### config.mk
export PLATFORM = sky130hd
export DESIGN_NAME = ccal_core
export DESIGN_NICKNAME = d
export VERILOG_FILES = /design/src/rtl/ccal_pkg.sv /design/src/rtl/ccal_advance.sv /design/src/rtl/ccal_codec.sv /design/src/rtl/ccal_core.sv
export SDC_FILE = /design/constraint.sdc
export NUM_CORES = 1
export LEC_CHECK = 0
export ABC_CLOCK_PERIOD_IN_PS = 3600
export BUFFER_PORTS_ARGS = -buffer_cell sky130_fd_sc_hd__buf_2
export CAP_MARGIN = 20
export CORE_UTILIZATION = 45
export CTS_CLUSTER_DIAMETER = 120
export DETAILED_ROUTE_END_ITERATION = 8
export PLACE_DENSITY_LB_ADDON = 0.3
export SYNTH_ARGS = -nofsm -noshare
export SYNTH_HDL_FRONTEND = slang
export SYNTH_HIERARCHICAL = 1
export SYNTH_SLANG_ARGS = --single-unit
### constraint.sdc
create_clock -name clk -period 3.6 [get_ports clk]
set_input_delay 0.36 -clock clk [delete_from_list [all_inputs] [get_ports clk]]
set_output_delay 0.36 -clock clk [all_outputs]
set_load 0.02 [all_outputs]
### src/rtl/ccal_pkg.sv
package ccal_pkg;
  localparam int FIELDS = 7;

  localparam logic [3:0] ADR_SEC  = 4'd0;
  localparam logic [3:0] ADR_MIN  = 4'd1;
  localparam logic [3:0] ADR_HR   = 4'd2;
  localparam logic [3:0] ADR_DOW  = 4'd3;
  localparam logic [3:0] ADR_DOM  = 4'd4;
  localparam logic [3:0] ADR_MON  = 4'd5;
  localparam logic [3:0] ADR_YR   = 4'd6;
  localparam logic [3:0] ADR_ASEC = 4'd7;
  localparam logic [3:0] ADR_AMIN = 4'd8;
  localparam logic [3:0] ADR_AHR  = 4'd9;

  typedef struct packed {
    logic [7:0] yr;
    logic [7:0] mon;
    logic [7:0] dom;
    logic [7:0] dow;
    logic [7:0] hr;
    logic [7:0] min;
    logic [7:0] sec;
  } ccal_time_t;

  localparam ccal_time_t TIME_AT_RESET = '{yr: 8'd0, mon: 8'd1, dom: 8'd1,
                                           dow: 8'd1, hr: 8'd0, min: 8'd0,
                                           sec: 8'd0};

  function automatic logic [7:0] to_bcd(input logic [7:0] b);
    logic [7:0] q;
    logic [7:0] r;
    q = b / 8'd10;
    r = b % 8'd10;
    return {q[3:0], r[3:0]};
  endfunction

  function automatic logic [7:0] from_bcd(input logic [7:0] d);
    return ({4'd0, d[7:4]} * 8'd10) + {4'd0, d[3:0]};
  endfunction

  function automatic logic [7:0] dec_val(input logic [7:0] d, input logic bin);
    return bin ? d : from_bcd(d);
  endfunction

  function automatic logic [7:0] dec_hour(input logic [7:0] d, input logic bin,
                                          input logic h24);
    logic [7:0] raw;
    logic [7:0] base;
    if (h24) return dec_val(d, bin);
    raw  = dec_val({1'b0, d[6:0]}, bin);
    base = (raw == 8'd12) ? 8'd0 : raw;
    return d[7] ? base + 8'd12 : base;
  endfunction

  function automatic logic [7:0] month_len(input logic [7:0] mon, input logic [7:0] yr);
    case (mon)
      8'd2:                      return (yr[1:0] == 2'b00) ? 8'd29 : 8'd28;
      8'd4, 8'd6, 8'd9, 8'd11:   return 8'd30;
      default:                   return 8'd31;
    endcase
  endfunction
endpackage

### src/rtl/ccal_advance.sv
module ccal_advance
  import ccal_pkg::*;
(
  input  ccal_time_t cur,
  input  logic       dst_en,
  input  logic       dst_back,
  output ccal_time_t nxt,
  output logic       dst_back_nxt
);
  logic at_0159;
  logic spring;
  logic fall;

  always_comb begin
    at_0159 = (cur.hr == 8'd1) && (cur.min == 8'd59) && (cur.sec == 8'd59);
    spring  = dst_en && at_0159 && (cur.mon == 8'd4) && (cur.dow == 8'd1) &&
              (cur.dom <= 8'd7);
    fall    = dst_en && at_0159 && (cur.mon == 8'd10) && (cur.dow == 8'd1) &&
              (cur.dom >= 8'd25);
    nxt          = cur;
    dst_back_nxt = dst_back;
    if (spring) begin
      nxt.hr  = 8'd3;
      nxt.min = 8'd0;
      nxt.sec = 8'd0;
    end else if (fall && !dst_back) begin
      nxt.min      = 8'd0;
      nxt.sec      = 8'd0;
      dst_back_nxt = 1'b1;
    end else begin
      if (fall) dst_back_nxt = 1'b0;
      if (cur.sec != 8'd59) nxt.sec = cur.sec + 8'd1;
      else begin
        nxt.sec = 8'd0;
        if (cur.min != 8'd59) nxt.min = cur.min + 8'd1;
        else begin
          nxt.min = 8'd0;
          if (cur.hr != 8'd23) nxt.hr = cur.hr + 8'd1;
          else begin
            nxt.hr  = 8'd0;
            nxt.dow = (cur.dow == 8'd7) ? 8'd1 : cur.dow + 8'd1;
            if (cur.dom != month_len(cur.mon, cur.yr)) nxt.dom = cur.dom + 8'd1;
            else begin
              nxt.dom = 8'd1;
              if (cur.mon != 8'd12) nxt.mon = cur.mon + 8'd1;
              else begin
                nxt.mon = 8'd1;
                nxt.yr  = (cur.yr == 8'd99) ? 8'd0 : cur.yr + 8'd1;
              end
            end
          end
        end
      end
    end
  end
endmodule

### src/rtl/ccal_codec.sv
module ccal_codec
  import ccal_pkg::*;
(
  input  ccal_time_t        t,
  input  logic              bin_mode,
  input  logic              h24_mode,
  output logic [8*FIELDS-1:0] coded
);
  logic [8*FIELDS-1:0] raw;
  assign raw = t;

  for (genvar i = 0; i < FIELDS; i++) begin : g_field
    if (i == int'(ADR_HR)) begin : g_hour
      logic [7:0] hr;
      logic [7:0] h12;
      logic [7:0] h12c;
      always_comb begin
        hr   = raw[8*i +: 8];
        h12  = (hr == 8'd0) ? 8'd12 : ((hr > 8'd12) ? hr - 8'd12 : hr);
        h12c = bin_mode ? h12 : to_bcd(h12);
        if (h24_mode) coded[8*i +: 8] = bin_mode ? hr : to_bcd(hr);
        else          coded[8*i +: 8] = {hr >= 8'd12, h12c[6:0]};
      end
    end else begin : g_plain
      always_comb coded[8*i +: 8] = bin_mode ? raw[8*i +: 8] : to_bcd(raw[8*i +: 8]);
    end
  end
endmodule

### src/rtl/ccal_core.sv
module ccal_core
  import ccal_pkg::*;
#(
  parameter int TICKS_PER_SEC = 32768,
  parameter int UIP_LEAD      = 8
) (
  input  logic        clk,
  input  logic        rst_n,
  input  logic        tick,
  input  logic        bin_mode,
  input  logic        h24_mode,
  input  logic        dst_en,
  input  logic        uti,
  input  logic        wr_valid,
  output logic        wr_ready,
  input  logic [3:0]  wr_addr,
  input  logic [7:0]  wr_data,
  output logic [55:0] usr_time,
  output logic        uip,
  output logic        upd_done,
  output logic        alarm_hit
);
  localparam int CW        = (TICKS_PER_SEC > 1) ? $clog2(TICKS_PER_SEC) : 1;
  localparam int UIP_START = TICKS_PER_SEC - UIP_LEAD;

  logic [CW-1:0] sub_cnt;
  ccal_time_t    work_t, user_t, nxt_t;
  logic          dst_back, dst_back_nxt;
  logic [7:0]    al_sec, al_min, al_hr;
  logic          last_tick, wr_fire;
  logic [7:0]    wval;

  assign last_tick = tick && (sub_cnt == CW'(TICKS_PER_SEC - 1));
  assign wr_ready  = !last_tick;
  assign wr_fire   = wr_valid && wr_ready;
  assign uip       = (sub_cnt >= CW'(UIP_START));
  assign wval      = ((wr_addr == ADR_HR) || (wr_addr == ADR_AHR)) ?
                     dec_hour(wr_data, bin_mode, h24_mode) : dec_val(wr_data, bin_mode);

  ccal_advance u_adv (
    .cur(work_t), .dst_en(dst_en), .dst_back(dst_back),
    .nxt(nxt_t), .dst_back_nxt(dst_back_nxt)
  );

  ccal_codec u_codec (
    .t(user_t), .bin_mode(bin_mode), .h24_mode(h24_mode), .coded(usr_time)
  );

  always_ff @(posedge clk) begin
    if (!rst_n) begin
      sub_cnt   <= '0;
      work_t    <= TIME_AT_RESET;
      user_t    <= TIME_AT_RESET;
      dst_back  <= 1'b0;
      al_sec    <= 8'hFF;
      al_min    <= 8'hFF;
      al_hr     <= 8'hFF;
      upd_done  <= 1'b0;
      alarm_hit <= 1'b0;
    end else begin
      upd_done  <= 1'b0;
      alarm_hit <= 1'b0;
      if (wr_fire) begin
        sub_cnt <= '0;
        case (wr_addr)
          ADR_SEC:  begin work_t.sec <= wval; user_t.sec <= wval; end
          ADR_MIN:  begin work_t.min <= wval; user_t.min <= wval; end
          ADR_HR:   begin work_t.hr  <= wval; user_t.hr  <= wval; end
          ADR_DOW:  begin work_t.dow <= wval; user_t.dow <= wval; end
          ADR_DOM:  begin work_t.dom <= wval; user_t.dom <= wval; end
          ADR_MON:  begin work_t.mon <= wval; user_t.mon <= wval; end
          ADR_YR:   begin work_t.yr  <= wval; user_t.yr  <= wval; end
          ADR_ASEC: al_sec <= wval;
          ADR_AMIN: al_min <= wval;
          ADR_AHR:  al_hr  <= wval;
          default: ;
        endcase
      end else if (tick) begin
        if (last_tick) begin
          sub_cnt   <= '0;
          work_t    <= nxt_t;
          dst_back  <= dst_back_nxt;
          if (!uti) user_t <= nxt_t;
          upd_done  <= 1'b1;
          alarm_hit <= (nxt_t.sec == al_sec) && (nxt_t.min == al_min) &&
                       (nxt_t.hr == al_hr);
        end else begin
          sub_cnt <= sub_cnt + CW'(1);
        end
      end
    end
  end
endmodule

# ---- Word-level counts from Yosys, hierarchy flattened
# Index checks and enable logic that the tools add are counted.
dict set report totals {
  mem_bits_ro 0
  latchBits 0
  n_memories 0
  inputBits 20
  out_inout_bits 60
  mem_bits_rw 0
  reg_bits 154
  elab_cells 205
}
dict set report classes {
  mux 60
  n_bitwise 5
  n_lt_le_gt_ge 5
  shift 0
  reduce_logical 45
  n_mul 2
  div_mod_pow 16
  n_addsub 12
  eq_ne 39
}
# cell count
set op_table {}
lappend op_table {{56-bit two-way mux} 7}
lappend op_table {{8-bit two-way mux} 37}
lappend op_table {{40-bit two-way mux} 2}
lappend op_table {{8-bit by 4-bit divider with 8-bit output, second input constant} 8}
lappend op_table {{8-bit by 4-bit modulo with 8-bit output, second input constant} 8}
lappend op_table {{32-bit two-way mux} 2}
lappend op_table {{8-bit by 1-bit adder with 8-bit output, second input constant} 7}
lappend op_table {{48-bit two-way mux} 1}
lappend op_table {{8-bit by 4-bit equality test with 1-bit output, second input constant} 4}
lappend op_table {{16-bit two-way mux} 2}
lappend op_table {{4-bit AND reduction} 7}
lappend op_table {{8-bit by 3-bit equality test with 1-bit output, second input constant} 3}
lappend op_table {{8-bit equality test} 3}
lappend op_table {{24-bit two-way mux} 1}
lappend op_table {{3-bit AND reduction} 7}
lappend op_table {{4-bit by 3-bit equality test with 1-bit output, second input constant} 4}
lappend op_table {{8-bit by 1-bit equality test with 1-bit output, second input constant} 2}
lappend op_table {{8-bit by 6-bit equality test with 1-bit output, second input constant} 2}
lappend op_table {{2-bit by 1-bit != test with 1-bit output, second input constant} 8}
lappend op_table {{8-bit by 6-bit != test with 1-bit output, second input constant} 2}
lappend op_table {{8-bit one-hot mux with 2 select lines} 1}
lappend op_table {{15-bit by 1-bit adder with 15-bit output, second input constant} 1}
lappend op_table {{15-bit equality test, second input constant} 1}
lappend op_table {{15-bit >= comparator, second input constant} 1}
lappend op_table {{other kinds (34)} 63}

# ---- Logic depth before layout (Yosys ltp)
# Gate-level depths: netlist of the first run.
dict set report logic_depth {
  ltp_word 21
  depth_mapped 18
  depth_no_buf 17
}

# ---- Cells and area by module
# The synthesis of the first run kept the hierarchy.
# mod n_inst cells_each area_per_inst_um2
set modules_own_cells {}
lappend modules_own_cells {ccal_core 1 822 7198.2}
lappend modules_own_cells {ccal_codec 1 714 4364.2}
lappend modules_own_cells {ccal_advance 1 279 1794.2}

# ---- Least setup slack after synthesis of the first run
# No wires, ideal clock.
dict set report synth_path {
  path_kind {register -> output}
  from {register user_t[18] (netlist name)}
  to {output usr_time[19]}
  path_stages_with_launch 14
  required_ns 3.240
  arrival_time_ns 3.335
  path_slack_ns -0.095
  cell_sequence {dfxtp_1 > buf_1 > inv_1 > ha_1 > nor3b_1 > nor3_1 > or4_4 > buf_6 > mux2i_1 > a211o_2 > or3_1 > a21oi_1 > nor3_1 > a221oi_1}
}
dict set report synth_via {
  elab_chain_len 6
}
# element line
set synth_lines {}
lappend synth_lines {{8-bit by 4-bit subtractor with 8-bit output or 8-bit by 4-bit greater-than comparator with 1-bit output (tied branches)} ccal_codec.sv:19} ;# h12 = (hr == 8'd0) ? 8'd12 : ((hr > 8'd12) ? hr - 8'd12 : hr);
lappend synth_lines {{8-bit two-way mux (2 in series)} ccal_codec.sv:19}
lappend synth_lines {{8-bit by 4-bit modulo with 8-bit output} ccal_pkg.sv:33} ;# r = b % 8'd10;
lappend synth_lines {{7-bit two-way mux} ccal_codec.sv:20} ;# h12c = bin_mode ? h12 : to_bcd(h12);
lappend synth_lines {{8-bit two-way mux (*)} ccal_codec.sv:21} ;# if (h24_mode) coded[8*i +: 8] = bin_mode ? hr : to_bcd(hr);
lappend synth_lines {{end: declaration} ccal_core.sv:18} ;# output logic [55:0] usr_time,
# Every way passes the cells marked *; elsewhere a longest branch is shown, timed or not.

# ---- Worst setup path after layout of the first run
dict set report layout_path {
  from {register user_t[18] (netlist name)}
  to {output usr_time[17]}
}
dict set report layout_via {
  elab_chain_len 6
}
# element line
set layout_lines {}
lappend layout_lines {{8-bit by 4-bit subtractor with 8-bit output or 8-bit by 4-bit greater-than comparator with 1-bit output (tied branches)} ccal_codec.sv:19}
lappend layout_lines {{8-bit two-way mux (2 in series)} ccal_codec.sv:19}
lappend layout_lines {{8-bit by 4-bit modulo with 8-bit output} ccal_pkg.sv:33}
lappend layout_lines {{7-bit two-way mux} ccal_codec.sv:20}
lappend layout_lines {{8-bit two-way mux (*)} ccal_codec.sv:21}
# Marks and branches as above.

==> results.md, run 1 <==
- Syn Std Cell Area: about 13000 sq um
- Overflow after GRT: 0
- DRC viols: 0
- CP startpoint kind: flop
- Share of power burned in registers: 0.399
- Slew headroom: 0.415
- HP Class: primary input to flop
- Final Non-Filler Cells: around 2.3k
- RSZ-0062 raised after global routing: yes
- Fraction of layout cells with a size suffix above 1: 0.191
- Run status: finished, violations left
- Final Hold Fails: 0
- Worst setup margin: -0.164 ns
- EDFF count, synth: 0
- Core outline area: approximately 29000 sq um
- Max-slew violations: 0
- Syn_area_per_cell: ~7.4 sq um
- Main synth FF type: dfxtp_1
- Leading area contributor after synthesis: dfxtp_1
- Post-synthesis sequential area ratio: 0.231
- Slew @ Worst Pin: about 0.9 ns
- # IOs: 80
- Largest net degree at the start of global routing: 58
- Async SR Flop Fraction: 0
- Pint: ~3.2 mW
- Most common cell in the netlist: nand2_1
- Die X: between 150 and 200 um
- Pleak: around 5.7 nW
- Crit path time final: about 3.8 ns
- Crit path DAT: 3.40 ns
- Root Driver: clkbuf_16
- FF+latch count, synth: 154
- Syn nets: 1875
- Vias in the first global route: between 10k and 15k
- Routed vias: 13.9k
- Area fraction of the dominant cell type after synthesis: 0.231
- Final Power: 4.43 mW
- CTS sink count: approximately 150
- Die height: about 170 um
- Synth unique cells: between 100 and 150
- Fmax: between 200 and 300 MHz
- RePlAce Congestion: roughly 0.95
- Critical Path Sink Type: primary output
- CP Class: flop to primary output
- Placed Area: 14200 sq um
- Clock Tree Buf Depth: 2
- Clock network power share: 0.421
- Power share of the combinational group: 0.180
- Design area: about 15000 sq um
- Number of buffers added on ports: just under 80
- Violations in the final reports: setup timing
- Layout Utilization: 0.529
- Htree depth: 4
- Register area: approximately 3100 sq um
- Clock-pin transition on the worst setup and hold timing paths: 0.06 ns
- Die footprint: between 30000 and 40000 sq um
- Fillcell total: between 2k and 3k
- CP required: between 3 and 4 ns
- Final ANT Viol Nets: 0
- Clk_lat worst skew: between 0.4 and 0.5 ns
- PD cells: slightly below 300 nW/um^2
- Hold Slack: approximately 0.24 ns
- Synth warn: 6
- Top post-synthesis cells by count: nand2_1, nor2_1, dfxtp_1
- Final Cycle Share: 1.05
- TritonCTS clock tree: built
- Hold Buf Count CTS: 0
- Ranking of synthesized cells by area: dfxtp_1, nand2_1, o21ai_0
- Setup Skew: ~0.008 ns
- Cell Rows: 62
- # Max-Cap Violations: 0
- P_sw: about 1.2 mW
- DR iter-0 viols: between 1k and 1.5k
- Routed WL per cell: roughly 18 um
- Antenna cell count: 0
- Gr usage total: 0.259
- Layout area overhead: 14.7%
- Sw frac: 0.281
- Post-Synthesis Cells: 1815
- Final Net Count: roughly 1.9k
- Initial core utilization: 0.462
- Number of CTS-inserted buffers: 17
- Initial antenna violation count: 1
- Drt via density: 6.15
- Detailed Place HPWL: roughly 28 mm
- Crit path max fanout: 5
- Setup violators final: 5
- Post-Route WL: around 40 mm
- First drt pass iteration count: 6
- Global-route wire length before repair: about 65 mm
- Placed Instances: around 2.2k
- Footprint of the multi-input gates: 9740 sq um
- Peak supply drop: roughly 0.00035 V
-- layer usage --
| layer | global-route usage | up-vias | routed length (um) |
|---|---|---|---|
| li1 | - | 6766 | - |
| met4 | 0.0753 | 2 | 806 |
| met5 | 0 | - | 12 |
| met2 | 0.420 | 465 | 18700 |
| met3 | 0.0328 | 58 | 2280 |
| met1 | 0.358 | 6575 | 18400 |
-- cell type report --
type / count / area share
clock buffer: 23 / 0.0318
clock inverter: 7 / 0.00751
inverter: 61 / 0.0149
multi-input combinational: 1456 / 0.636
sequential: 154 / 0.205
tap: 384 / 0.0314
timing repair buffer: 170 / 0.0738
-- registers in the layout (all words and copies together) (netlist names) --
| signal | count |
|---|---|
| user_t | 56 |
| al_min | 8 |
| upd_done | 1 |
| al_sec | 8 |
| al_hr | 8 |
| sub_cnt | 15 |
| dst_back | 1 |
| work_t | 56 |
| alarm_hit | 1 |
-- worst paths after layout --
check | start | endpoint | slack (ns) | depth (start not counted)
hold / removal | tick | sub_cnt[1] | 0.24 | 3
setup reg to reg | work_t[24] | alarm_hit | 0.15 | 16
setup / recovery | user_t[18] | usr_time[17] | -0.16 | 10
hold reg to reg | dst_back | dst_back | 0.46 | 2
-- logic make-up (layout without fill, tap and decap cells) --
family	count (synthesis)	after routing	share of synthesized area
adder cells (fa/ha/maj)	47	47	0.0438
buffers and inverters	205	261	0.0679
XOR/XNOR	103	103	0.0675
multiplexers	47	47	0.0381
AND/OR/NAND/NOR	671	671	0.252
flip-flops	154	154	0.231
AO/OA/AOI/OAI	588	588	0.300
-- through the flow --
| stage | setup slack, ns | TNS, ns |
|---|---|---|
| 5_1_grt | -0.320 | -1.38 |
| 4_1_cts | -0.103 | -0.166 |
| 2_1_floorplan | 0.104 | 0 |
| 3_3_place_gp | -0.0557 | -0.161 |
| 6_report | -0.164 | -0.556 |
| 3_5_place_dp | -0.172 | -0.602 |
-- cell usage in the layout (no fill, tap or decap), types with 10 or more instances in the layout --
cell	n
and2_1	10
and3_1	22
o21ai_1	27
nand2b_1	35
nor2_1	154
a22o_1	10
o221ai_1	11
dfxtp_2	15
a211oi_1	16
nor3b_1	10
o21ai_0	139
o2bb2ai_2	10
nand2_1	192
o22ai_1	12
xor2_1	43
inv_1	57
nor3_1	33
or3_1	12
o31ai_1	11
xnor2_1	58
nor4_1	12
a21oi_1	115
o21a_1	13
a31oi_1	51
nand4_1	39
buf_4	91
clkbuf_16	17
dfxtp_1	130
mux2_2	15
o211ai_1	44
nand3_1	40
ha_1	35
nor2b_1	23
mux2i_1	26
buf_2	75
-- worst max-delay path, cell delays in order (launching register included) --
cell and delay, ns:
dfxtp_4 0.36, a2111o_1 0.45, and2_4 0.18, or4_4 0.56, mux2_4 0.33, a22o_1 0.23, and3_4 0.17, a211oi_4 0.26
nand4_1 0.15, o311ai_2 0.10, buf_4 0.18
-- repair_timing --
action / 4_1_cts / 5_1_grt
pin swaps: 10 / 16
setup buffers: 11 / 8
setup endpoints to repair: 8 / 26
resized for setup: 33 / 77
cloned: 0 / 0
-- power by group through the flow --
stage          Combinational [mW]  Sequential (mW)  Clock, mW
4_1_cts                     0.761             1.77       1.88
3_3_place_gp                0.725             1.81          0
3_5_place_dp                0.736             1.81          0
5_1_grt                     0.863             1.77       1.95
6_report                    0.798             1.77       1.86
2_1_floorplan               0.532             1.79          0
Note: power is estimated with default switching activity, not from simulation.
==> run 2, diff against run 1 <==
--- a/config.mk
+++ b/config.mk
@@ -5,13 +5,15 @@
 export SDC_FILE = /design/constraint.sdc
 export NUM_CORES = 1
 export LEC_CHECK = 0
-export ABC_CLOCK_PERIOD_IN_PS = 3600
+export ABC_CLOCK_PERIOD_IN_PS = 3950
 export BUFFER_PORTS_ARGS = -buffer_cell sky130_fd_sc_hd__buf_2
 export CAP_MARGIN = 20
 export CORE_UTILIZATION = 45
 export CTS_CLUSTER_DIAMETER = 120
 export DETAILED_ROUTE_END_ITERATION = 8
 export PLACE_DENSITY_LB_ADDON = 0.3
+export RECOVER_POWER = 25
+export SLEW_MARGIN = 40
 export SYNTH_ARGS = -nofsm -noshare
 export SYNTH_HDL_FRONTEND = slang
 export SYNTH_HIERARCHICAL = 1
==> constraint.sdc (replaced) <==
create_clock -name clk -period 3.95 [get_ports clk]
set_input_delay 0.395 -clock clk [delete_from_list [all_inputs] [get_ports clk]]
set_output_delay 0.395 -clock clk [all_outputs]
set_load 0.02 [all_outputs]
==> run 2 against run 1 <==
The flow finishes with violations (capacitance limit, slew limit); first-iteration DRC count fell by 9.5%; hold slack improved by 0.040 ns; power fell by 10%; non-clock buffer count fell by 35; clock skew fell by 0.0013 ns; combinational power fell by 17%; register-to-register slack improved by 0.20 ns; largest power group unchanged.
==> results.md, run 2 (synthesis gave the netlist of run 1 again) <==
- Run status: finished, violations left
- Violations in the final reports: capacitance limit, slew limit
- Critical Path Sink Type: primary output
- Setup violators final: 0 (-5)
- Clk_lat worst skew: 0.44 ns (about the same)
- Layout area overhead: 10.1%
- HP Class: primary input to flop
- Reg2Reg Depth: 15 (-1)
- Hold path depth: 3 (unchanged)
- TritonCTS clock tree: built
- Number of CTS-inserted buffers: 17 (unchanged)
- CP startpoint kind: flop
- Final ANT Viol Nets: 0 (unchanged)
- Number of buffers added on ports: 79 (unchanged)
- Pre-CTS setup slack: 0.0917 ns (+0.263 ns)
- DR iter-0 viols: 1207 (-9.5%)
- Commonest cells after routing, fill and taps aside: nand2_1, nor2_1, dfxtp_1
- Worst setup margin: 0.101 ns (+0.265 ns)
- RePlAce Congestion: 0.969 (+1.8%)
- Global-route wire length before repair: 62.8 mm (-3.8%)
- First drt pass iteration count: 5 (-1)
- Peak supply drop: 0.000301 V (-13%)
- Initial antenna violation count: 2 (+1)
- Vias in the first global route: 12.1k (-3.5%)
- Hold Buf Count CTS: 0 (unchanged)
- Crit path max fanout: 8 (+3)
- Detailed Place HPWL: 27.4 mm (-2.4%)
- Drt via density: 6.12 (-0.54%)
- Post-route setup TNS: 0 ns (+0.556 ns)
- Fmax: 260 MHz
- Setup Skew: 0.00677 ns (-0.00133 ns)
- Final Net Count: 1885 (-1.8%)
- CP Class: flop to primary output
- Final Hold Fails: 0 (unchanged)
- Initial core utilization: 0.462 (unchanged)
- Max-slew violations: 95 (+95)
- DRC viols: 0 (unchanged)
- Fraction of layout cells with a size suffix above 1: 0.139 (-0.0521)
- Core outline area: 28900 sq um (unchanged)
- Placed Instances: 2183 (-1.0%)
- PD cells: 270 nW/um^2 (-6.6%)
- Die height: 174 um (unchanged)
- Largest net degree at the start of global routing: 95 (+64%)
- # Max-Cap Violations: 1 (+1)
- Final Non-Filler Cells: 2223 (-1.4%)
- Gr usage total: 0.251 (-0.00874)
- Pleak: 5.41 nW (-6.0%)
- Routed vias: 13.6k (-2.0%)
- Crit path DAT: 3.45 ns (+0.05 ns)
- CP required: 3.56 ns (+0.32 ns)
- Final Cycle Share: 0.974
- Post-Route WL: 38.7 mm (-3.7%)
- Crit path time final: just under 4 ns
- Slew @ Worst Pin: 1.84 ns (+0.967 ns)
- # IOs: 80 (unchanged)
- Slew headroom: -0.228 (-0.644)
- Top flop regs: user_t: 56 flops, work_t: 56 flops, sub_cnt: 15 flops
- Die footprint: 30400 sq um (unchanged)
- Routed WL per cell: 17.4 um (-2.3%)
- Clock Tree Buf Depth: 2 (unchanged)
- Cell Rows: 62 (unchanged)
- Htree depth: 4 (unchanged)
- Overflow after GRT: 0 (unchanged)
- Hold Slack: 0.284 ns (+0.0397 ns)
- Die X: 174 um (unchanged)
- CTS sink count: 154 (unchanged)
- Fillcell total: 2776 (+0.14%)
- Most common cell after layout, fill and taps aside: nand2_1
- Clock-pin transition on the worst setup and hold timing paths: 0.06 ns (about the same)
- Root Driver: clkbuf_16
==> run 2: changes by cell type in the layout (fill, tap and decap cells not counted), moves of 6 or more <==
cell | previous run | this run
nor3_1 | 33 | 39
dfxtp_1 | 130 | 143
buf_2 | 75 | 63
buf_4 | 91 | 50
clkbuf_1 | 2 | 18
dfxtp_2 | 15 | 9
dfxtp_4 | 9 | 2
==> run 2: repair_timing <==
item	CTS	global route
gates resized for setup	6	32
setup endpoints to repair	4	11
pin swaps	1	7
buffers inserted	0	7
==> run 2: critical path: stages, from the launching register on <==
cell and delay (ns):
dfxtp_4 0.38, a2111o_1 0.44, and2_4 0.18, or4_4 0.53, mux2_4 0.33, a22o_1 0.24, and3_1 0.20, a211oi_2 0.29
nand4_1 0.14, o311ai_1 0.09, buf_2 0.20
==> run 2: path summary, 6_finish.rpt <==
path	from	end	slack, ns
worst max-delay path	user_t[19]	usr_time[17]	0.10
worst min-delay path	tick	sub_cnt[1]	0.28
worst max register to register	work_t[24]	alarm_hit	0.35
worst min register to register	dst_back	dst_back	0.46
==> run 2: stage by stage <==
stage,power [mW],cell area (sq um),utilization
final,3.97,14700,0.508
after floorplan,2.11,13400,-
after global routing,4.12,14700,0.508
after CTS,3.97,14600,0.503
after detailed placement,2.30,13900,0.482
after global placement,2.29,13900,0.482
==> run 2: final cells by class <==
cell class | instances | area, sq um | share of cell area
Timing Repair Buffer | 135 | 803 | 0.0546
Clock buffer | 21 | 450 | 0.0306
Sequential cell | 154 | 3100 | 0.211
Clock inverter | 11 | 145 | 0.00987
Inverter | 61 | 234 | 0.0159
Antenna cell | 1 | 2.50 | 0.000170
Multi-Input combinational cell | 1456 | 9480 | 0.645
Tap cell | 384 | 480 | 0.0327
==> run 2: where the power goes <==
group | internal [mW] | switching, mW
Combinational | 0.238 | 0.428
Sequential | 1.58 | 0.0420
Clock | 1.01 | 0.676
Total | 2.82 | 1.15
==> run 2: metal layers <==
metal  up-vias  wire length, um  global-route usage
met5         -               10                   0
met4         2              654              0.0621
met3        52             2400              0.0494
met2       415            17500               0.398
met1      6413            18100               0.345
li1       6713                -                   -
